===== config.mk =====
export PLATFORM = sky130hd
export DESIGN_NAME = burst_beat_addr_gen
export DESIGN_NICKNAME = d
export VERILOG_FILES = /design/src/rtl/bbag_pkg.sv /design/src/rtl/bbag_decode.sv /design/src/rtl/bbag_step.sv /design/src/rtl/bbag_count.sv /design/src/rtl/burst_beat_addr_gen.sv
export SDC_FILE = /design/constraint.sdc
export NUM_CORES = 1
export LEC_CHECK = 0
export BUFFER_PORTS_ARGS = -buffer_cell sky130_fd_sc_hd__buf_4
export CORE_ASPECT_RATIO = 1.2
export CORE_UTILIZATION = 45
export CTS_CLUSTER_DIAMETER = 60
export DETAILED_ROUTE_END_ITERATION = 8
export GPL_ROUTABILITY_DRIVEN = 0
export PLACE_DENSITY = 0.7
export SLEW_MARGIN = 20
export SYNTH_ARGS = -nofsm -noshare
export SYNTH_HDL_FRONTEND = slang
export SYNTH_SLANG_ARGS = --single-unit

===== constraint.sdc =====
create_clock -name clk -period 5.3 [get_ports clk]
set_clock_uncertainty 0.2 [all_clocks]
set_input_delay 1.06 -clock clk [delete_from_list [all_inputs] [get_ports clk]]
set_output_delay 1.06 -clock clk [all_outputs]
set_load 0.01 [all_outputs]

===== src/rtl/bbag_pkg.sv =====
package bbag_pkg;
  typedef enum logic [1:0] {
    KIND_FIXED  = 2'b00,
    KIND_LINEAR = 2'b01,
    KIND_FOLD   = 2'b10,
    KIND_SPARE  = 2'b11
  } kind_e;

  typedef enum logic [1:0] {
    WALK_HOLD   = 2'b00,
    WALK_LINEAR = 2'b01,
    WALK_FOLD   = 2'b10
  } walk_e;
endpackage


===== src/rtl/bbag_decode.sv =====
module bbag_decode
  import bbag_pkg::*;
#(
  parameter int ADDR_W = 32,
  parameter int LEN_W  = 8,
  parameter int SIZE_W = 3
) (
  input  logic [1:0]        kind,
  input  logic [LEN_W-1:0]  len,
  input  logic [SIZE_W-1:0] size,
  output walk_e             walk,
  output logic [ADDR_W-1:0] step,
  output logic [ADDR_W-1:0] mask,
  output logic              bad_wrap
);
  localparam logic [ADDR_W-1:0] A_ONE = {{(ADDR_W-1){1'b0}}, 1'b1};

  // bytes moved by one beat
  function automatic logic [ADDR_W-1:0] bytes_of(input logic [SIZE_W-1:0] sz);
    return A_ONE << sz;
  endfunction

  // low-bit mask of the fold window: beats * bytes - 1
  function automatic logic [ADDR_W-1:0] span_mask(input logic [LEN_W-1:0] ln,
                                                  input logic [SIZE_W-1:0] sz);
    logic [ADDR_W-1:0] beats;
    beats = ADDR_W'(ln) + A_ONE;
    return (beats << sz) - A_ONE;
  endfunction

  // fold needs 2, 4, 8 or 16 beats
  function automatic logic fold_len_ok(input logic [LEN_W-1:0] ln);
    return (ln == LEN_W'(1)) || (ln == LEN_W'(3)) ||
           (ln == LEN_W'(7)) || (ln == LEN_W'(15));
  endfunction

  always_comb begin
    step     = bytes_of(size);
    mask     = span_mask(len, size);
    bad_wrap = 1'b0;
    case (kind_e'(kind))
      KIND_FIXED: walk = WALK_HOLD;
      KIND_FOLD: begin
        if (fold_len_ok(len)) begin
          walk = WALK_FOLD;
        end else begin
          walk     = WALK_LINEAR;
          bad_wrap = 1'b1;
        end
      end
      default: walk = WALK_LINEAR;
    endcase
  end
endmodule


===== src/rtl/bbag_step.sv =====
module bbag_step
  import bbag_pkg::*;
#(
  parameter int ADDR_W = 32
) (
  input  walk_e             walk,
  input  logic [ADDR_W-1:0] cur,
  input  logic [ADDR_W-1:0] step,
  input  logic [ADDR_W-1:0] mask,
  output logic [ADDR_W-1:0] nxt
);
  function automatic logic [ADDR_W-1:0] next_addr(input walk_e w,
                                                  input logic [ADDR_W-1:0] a,
                                                  input logic [ADDR_W-1:0] s,
                                                  input logic [ADDR_W-1:0] m);
    logic [ADDR_W-1:0] sum;
    sum = a + s;
    case (w)
      WALK_HOLD: return a;
      WALK_FOLD: return (a & ~m) | (sum & m);
      default:   return sum;
    endcase
  endfunction

  always_comb nxt = next_addr(walk, cur, step, mask);
endmodule


===== src/rtl/bbag_count.sv =====
module bbag_count #(
  parameter int LEN_W = 8
) (
  input  logic             clk,
  input  logic             rst_n,
  input  logic             load,
  input  logic             adv,
  input  logic [LEN_W-1:0] len_in,
  output logic             last
);
  localparam logic [LEN_W-1:0] L_ONE = {{(LEN_W-1){1'b0}}, 1'b1};

  logic [LEN_W-1:0] cnt_q;
  logic [LEN_W-1:0] lim_q;

  always_ff @(posedge clk) begin
    if (!rst_n) begin
      cnt_q <= '0;
      lim_q <= '0;
    end else if (load) begin
      cnt_q <= '0;
      lim_q <= len_in;
    end else if (adv) begin
      cnt_q <= cnt_q + L_ONE;
    end
  end

  assign last = (cnt_q == lim_q);
endmodule


===== src/rtl/burst_beat_addr_gen.sv =====
module burst_beat_addr_gen
  import bbag_pkg::*;
#(
  parameter int ADDR_W = 32,
  parameter int LEN_W  = 8,
  parameter int SIZE_W = 3
) (
  input  logic              clk,
  input  logic              rst_n,
  input  logic              cmd_valid,
  output logic              cmd_ready,
  input  logic [ADDR_W-1:0] cmd_addr,
  input  logic [LEN_W-1:0]  cmd_len,
  input  logic [SIZE_W-1:0] cmd_size,
  input  logic [1:0]        cmd_kind,
  output logic              beat_valid,
  input  logic              beat_ready,
  output logic [ADDR_W-1:0] beat_addr,
  output logic              beat_last,
  output logic              wrap_err
);
  // decoded command
  walk_e             dec_walk;
  logic [ADDR_W-1:0] dec_step;
  logic [ADDR_W-1:0] dec_mask;
  logic              dec_bad;

  // burst state
  logic              busy_q;
  logic              err_q;
  walk_e             walk_q;
  logic [ADDR_W-1:0] addr_q;
  logic [ADDR_W-1:0] step_q;
  logic [ADDR_W-1:0] mask_q;

  // named events
  logic              take_cmd;
  logic              beat_fire;
  logic              burst_end;
  logic              cnt_last;
  logic [ADDR_W-1:0] nxt_addr;

  bbag_decode #(.ADDR_W(ADDR_W), .LEN_W(LEN_W), .SIZE_W(SIZE_W)) u_dec (
    .kind     (cmd_kind),
    .len      (cmd_len),
    .size     (cmd_size),
    .walk     (dec_walk),
    .step     (dec_step),
    .mask     (dec_mask),
    .bad_wrap (dec_bad)
  );

  bbag_step #(.ADDR_W(ADDR_W)) u_step (
    .walk (walk_q),
    .cur  (addr_q),
    .step (step_q),
    .mask (mask_q),
    .nxt  (nxt_addr)
  );

  bbag_count #(.LEN_W(LEN_W)) u_cnt (
    .clk    (clk),
    .rst_n  (rst_n),
    .load   (take_cmd),
    .adv    (beat_fire),
    .len_in (cmd_len),
    .last   (cnt_last)
  );

  assign cmd_ready  = !busy_q;
  assign beat_valid = busy_q;
  assign beat_addr  = addr_q;
  assign beat_last  = busy_q && cnt_last;
  assign wrap_err   = err_q;

  assign take_cmd  = cmd_valid && cmd_ready;
  assign beat_fire = beat_valid && beat_ready;
  assign burst_end = beat_fire && beat_last;

  always_ff @(posedge clk) begin
    if (!rst_n) begin
      busy_q <= 1'b0;
      err_q  <= 1'b0;
      walk_q <= WALK_HOLD;
      addr_q <= '0;
      step_q <= '0;
      mask_q <= '0;
    end else if (take_cmd) begin
      busy_q <= 1'b1;
      err_q  <= dec_bad;
      walk_q <= dec_walk;
      addr_q <= cmd_addr;
      step_q <= dec_step;
      mask_q <= dec_mask;
    end else if (burst_end) begin
      busy_q <= 1'b0;
      err_q  <= 1'b0;
    end else if (beat_fire) begin
      addr_q <= nxt_addr;
    end
  end
endmodule


==> summary.md <==
| Metric | Value |
|---|---|
| Status | completed |
| Post-CTS Resized | 0 |
| Setup TNS | 0 ns |
| PortBufs | 84 |
| Rel. slew slack | 32.2% |
| Hold Crit Class | register to register |
| TritonRoute pass-1 iters | 5 |
| Fin area | 0.00646 sq mm |
| First-pass GRT wire length | 23200 um |
| Core area | 0.0117 sq mm |
| Number of flops mapped to enable cells by yosys | 0 |
| Post-route insts no fill | 902 |
| CP endpoint kind | register |
| Tot Pwr | 1.73 mW |
| Worst Reg-to-Reg Cells | 11 |
| GR Overflow Total | 0 |
| Flop-to-flop setup slack | 1.78 ns |
| Drt drc | 0 |
| RSZ-0062 raised after global routing | no |
| Clock buffer depth | 2 |
| Asr flop ratio synth | 0% |
| CP Data Arrival Time | 3.91 ns |
| All-Layer GR Usage | 23.3% |
| Clk slew on worst S/H paths | 0.06 ns |
| Post-route ant nets | 0 |
| Sink Count | 91 |
| Synth unique cells | 71 |
| Placed cell count | 886 |
| Final min period | 3.86 ns |
| Number of global-route vias before repair | 4941 |
| Layout area overhead | 17.2% |
| Fillcell total | 1095 |
| Syn Inst Count | 687 |
| DR vias/cell | 5.82 |
| Main flop type after synthesis | dfxtp_1 |
| Share of layout cells above drive strength 1 | 17.4% |
| Detailed placer's ending HPWL | 10300 um |
| H-tree lvl count | 3 |
| Count of final hold-check violations | 0 |
| Total number of vias | 5247 |
| Clock Tree Root | clkbuf_16 |
| Post-CTS Hold Fix Bufs | 0 |
| Crit-path max FO | 14 |
| PwrDens | 268 mW/mm^2 |
| Largest net degree at the start of global routing | 63 |
| Slew @ Worst Pin | 1.01 ns |
| Number of DRC markers in iteration 0 | 392 |
| Cts bufs inserted | 9 |
| Max_cap viols | 0 |
| Worst hold path startpoint | mask_q[18]$_SDFFE_PN0P_ |
| Max IR drop VDD | 0.149 mV |
| Initial antenna violation count | 0 |
| Clock Latency Late Sink | 0.35 ns |
| Crit path to | mask_q[15]$_SDFFE_PN0P_ |
| Full die area | 0.0127 sq mm |
| YS warnings | 0 |
| Post-CTS Setup Inserts | 0 |
| Cell Area, Placed | 0.00617 sq mm |
| Routed WL | 14400 um |
| Crit Path Category | input pin to register |
| Critical Path Start Type | input pin |
| Row cnt | 43 |
| Diode count | 0 |
| Syn Nets | 751 |
| Die Ht | 123 um |
| Leak Pwr | 2.45 nW |
| Worst endpoint required time | 5.35 ns |
| Final Max Tran Viols | 0 |
| Crit share post-route | 72.8% |
| CTS tree | built |
| Final setup violation count | 0 |
| Nets | 804 |
| # IOs | 85 |
| Most common cell after layout, fill and taps aside | dfxtp_1 |
| Post-DR wirelength/cell | 15.9 um |
| Area of the mapped netlist | 0.00551 sq mm |
| Worst Setup SP | cmd_len[0] |
| Average size of a mapped cell | 8.02 sq um |
| Seq cells post-synth | 91 |
| Sequential area share after synthesis | 33.1% |
| Initial Util | 47.0% |
| Fmax achieved | 259 MHz |
| Die span in x | 103 um |
| Most frequent cells in the layout | 91 x dfxtp_1, 87 x buf_4, 73 x a21oi_1 |
==> per-stage QoR <==
stage	util (%)	hold slack, ns	setup WS, ns
after floorplan	-	0.229	1.58
after global placement	52.6	0.246	1.20
after detailed placement	52.6	0.248	1.13
after CTS	55.1	0.261	1.49
after global routing	55.1	0.272	1.21
final	55.1	0.257	1.44
==> synth_stat cells, types with 3 or more instances <==
library cell	count	area (sq um)
o2111a_1	6	67.6
and3_1	15	93.8
buf_4	3	22.5
nand2_1	62	233
o31ai_4	3	63.8
a31oi_1	6	37.5
xnor2_1	28	245
o21ai_1	4	20.0
dfxtp_1	91	1820
a21boi_0	4	30.0
nor3_1	24	120
o31a_1	4	35.0
nand2_2	3	18.8
nand4_1	8	50.1
nor2_1	61	229
nand4b_1	3	26.3
buf_2	8	40.0
xor2_1	21	184
o211ai_1	10	75.1
o2111ai_1	7	61.3
or4_1	3	22.5
nand3_1	19	95.1
a211o_1	3	26.3
inv_1	14	52.6
clkbuf_1	30	113
o21a_1	14	105
o31ai_1	4	30.0
nand2b_1	6	37.5
nor2b_1	5	31.3
ha_1	14	175
a211oi_1	17	128
and2_1	4	25.0
mux2i_1	4	40.0
a21oi_1	73	365
nor4_1	3	18.8
o21ai_0	55	275
buf_1	3	11.3
==> how the worst min path moves through the flow <==
stage                                         end  slack [ns]  depth (start not counted)
final                     mask_q[18]$_SDFFE_PN0P_        0.26                          1
after global routing      mask_q[18]$_SDFFE_PN0P_        0.27                          1
after CTS                  mask_q[5]$_SDFFE_PN0P_        0.26                          2
after detailed placement  mask_q[18]$_SDFFE_PN0P_        0.25                          1
after global placement    mask_q[18]$_SDFFE_PN0P_        0.25                          1
after floorplan            mask_q[3]$_SDFFE_PN0P_        0.23                          2
==> critical path, stage by stage <==
cell,delay (ns)
buf_4,0.17
ha_1,0.28
xnor2_1,0.29
o21ai_0,0.20
a211oi_1,0.38
nand2_1,0.18
a221oi_4,0.39
nand2_2,0.15
or2_1,0.27
nor2b_1,0.12
ha_1,0.23
a211oi_1,0.18
==> kinds of logic (layout without fill, tap and decap cells) <==
kind of cell	count (synthesis)	in the layout	synth area share (%)
adders and majority gates	15	15	3.54
DFF	91	91	33.1
and+or+nand+nor	230	230	20.8
buffers and inverters	61	119	4.68
AOI/OAI and AO/OA	235	235	29.0
xor gates and xnor gates	49	49	7.79
muxes	6	6	1.14
==> metal layers <==
metal	vias up	GRT usage (%)	routed length, um
li1	2621	-	-
met1	2447	28.3	6510
met2	161	40.8	7020
met3	18	4.52	629
met4	0	8.19	215
met5	-	0	0
==> cell type report <==
type / instances / area, sq um / share of cell area [%]
Tap cell: 157 / 196 / 3.04
Multi-Input combinational cell: 535 / 3440 / 53.3
Sequential cell: 91 / 1820 / 28.2
Clock buffer: 11 / 253 / 3.91
Timing Repair Buffer: 87 / 653 / 10.1
Clock inverter: 5 / 35.0 / 0.542
Inverter: 16 / 60.1 / 0.930
==> power by group <==
part / internal [mW] / leakage (nW) / switching [mW] / total (mW)
clock network: 0.345 / 0.142 / 0.272 / 0.617
registers: 0.732 / 0.749 / 0.0399 / 0.772
logic: 0.146 / 1.56 / 0.198 / 0.344
(Power assumes the default switching activity.)
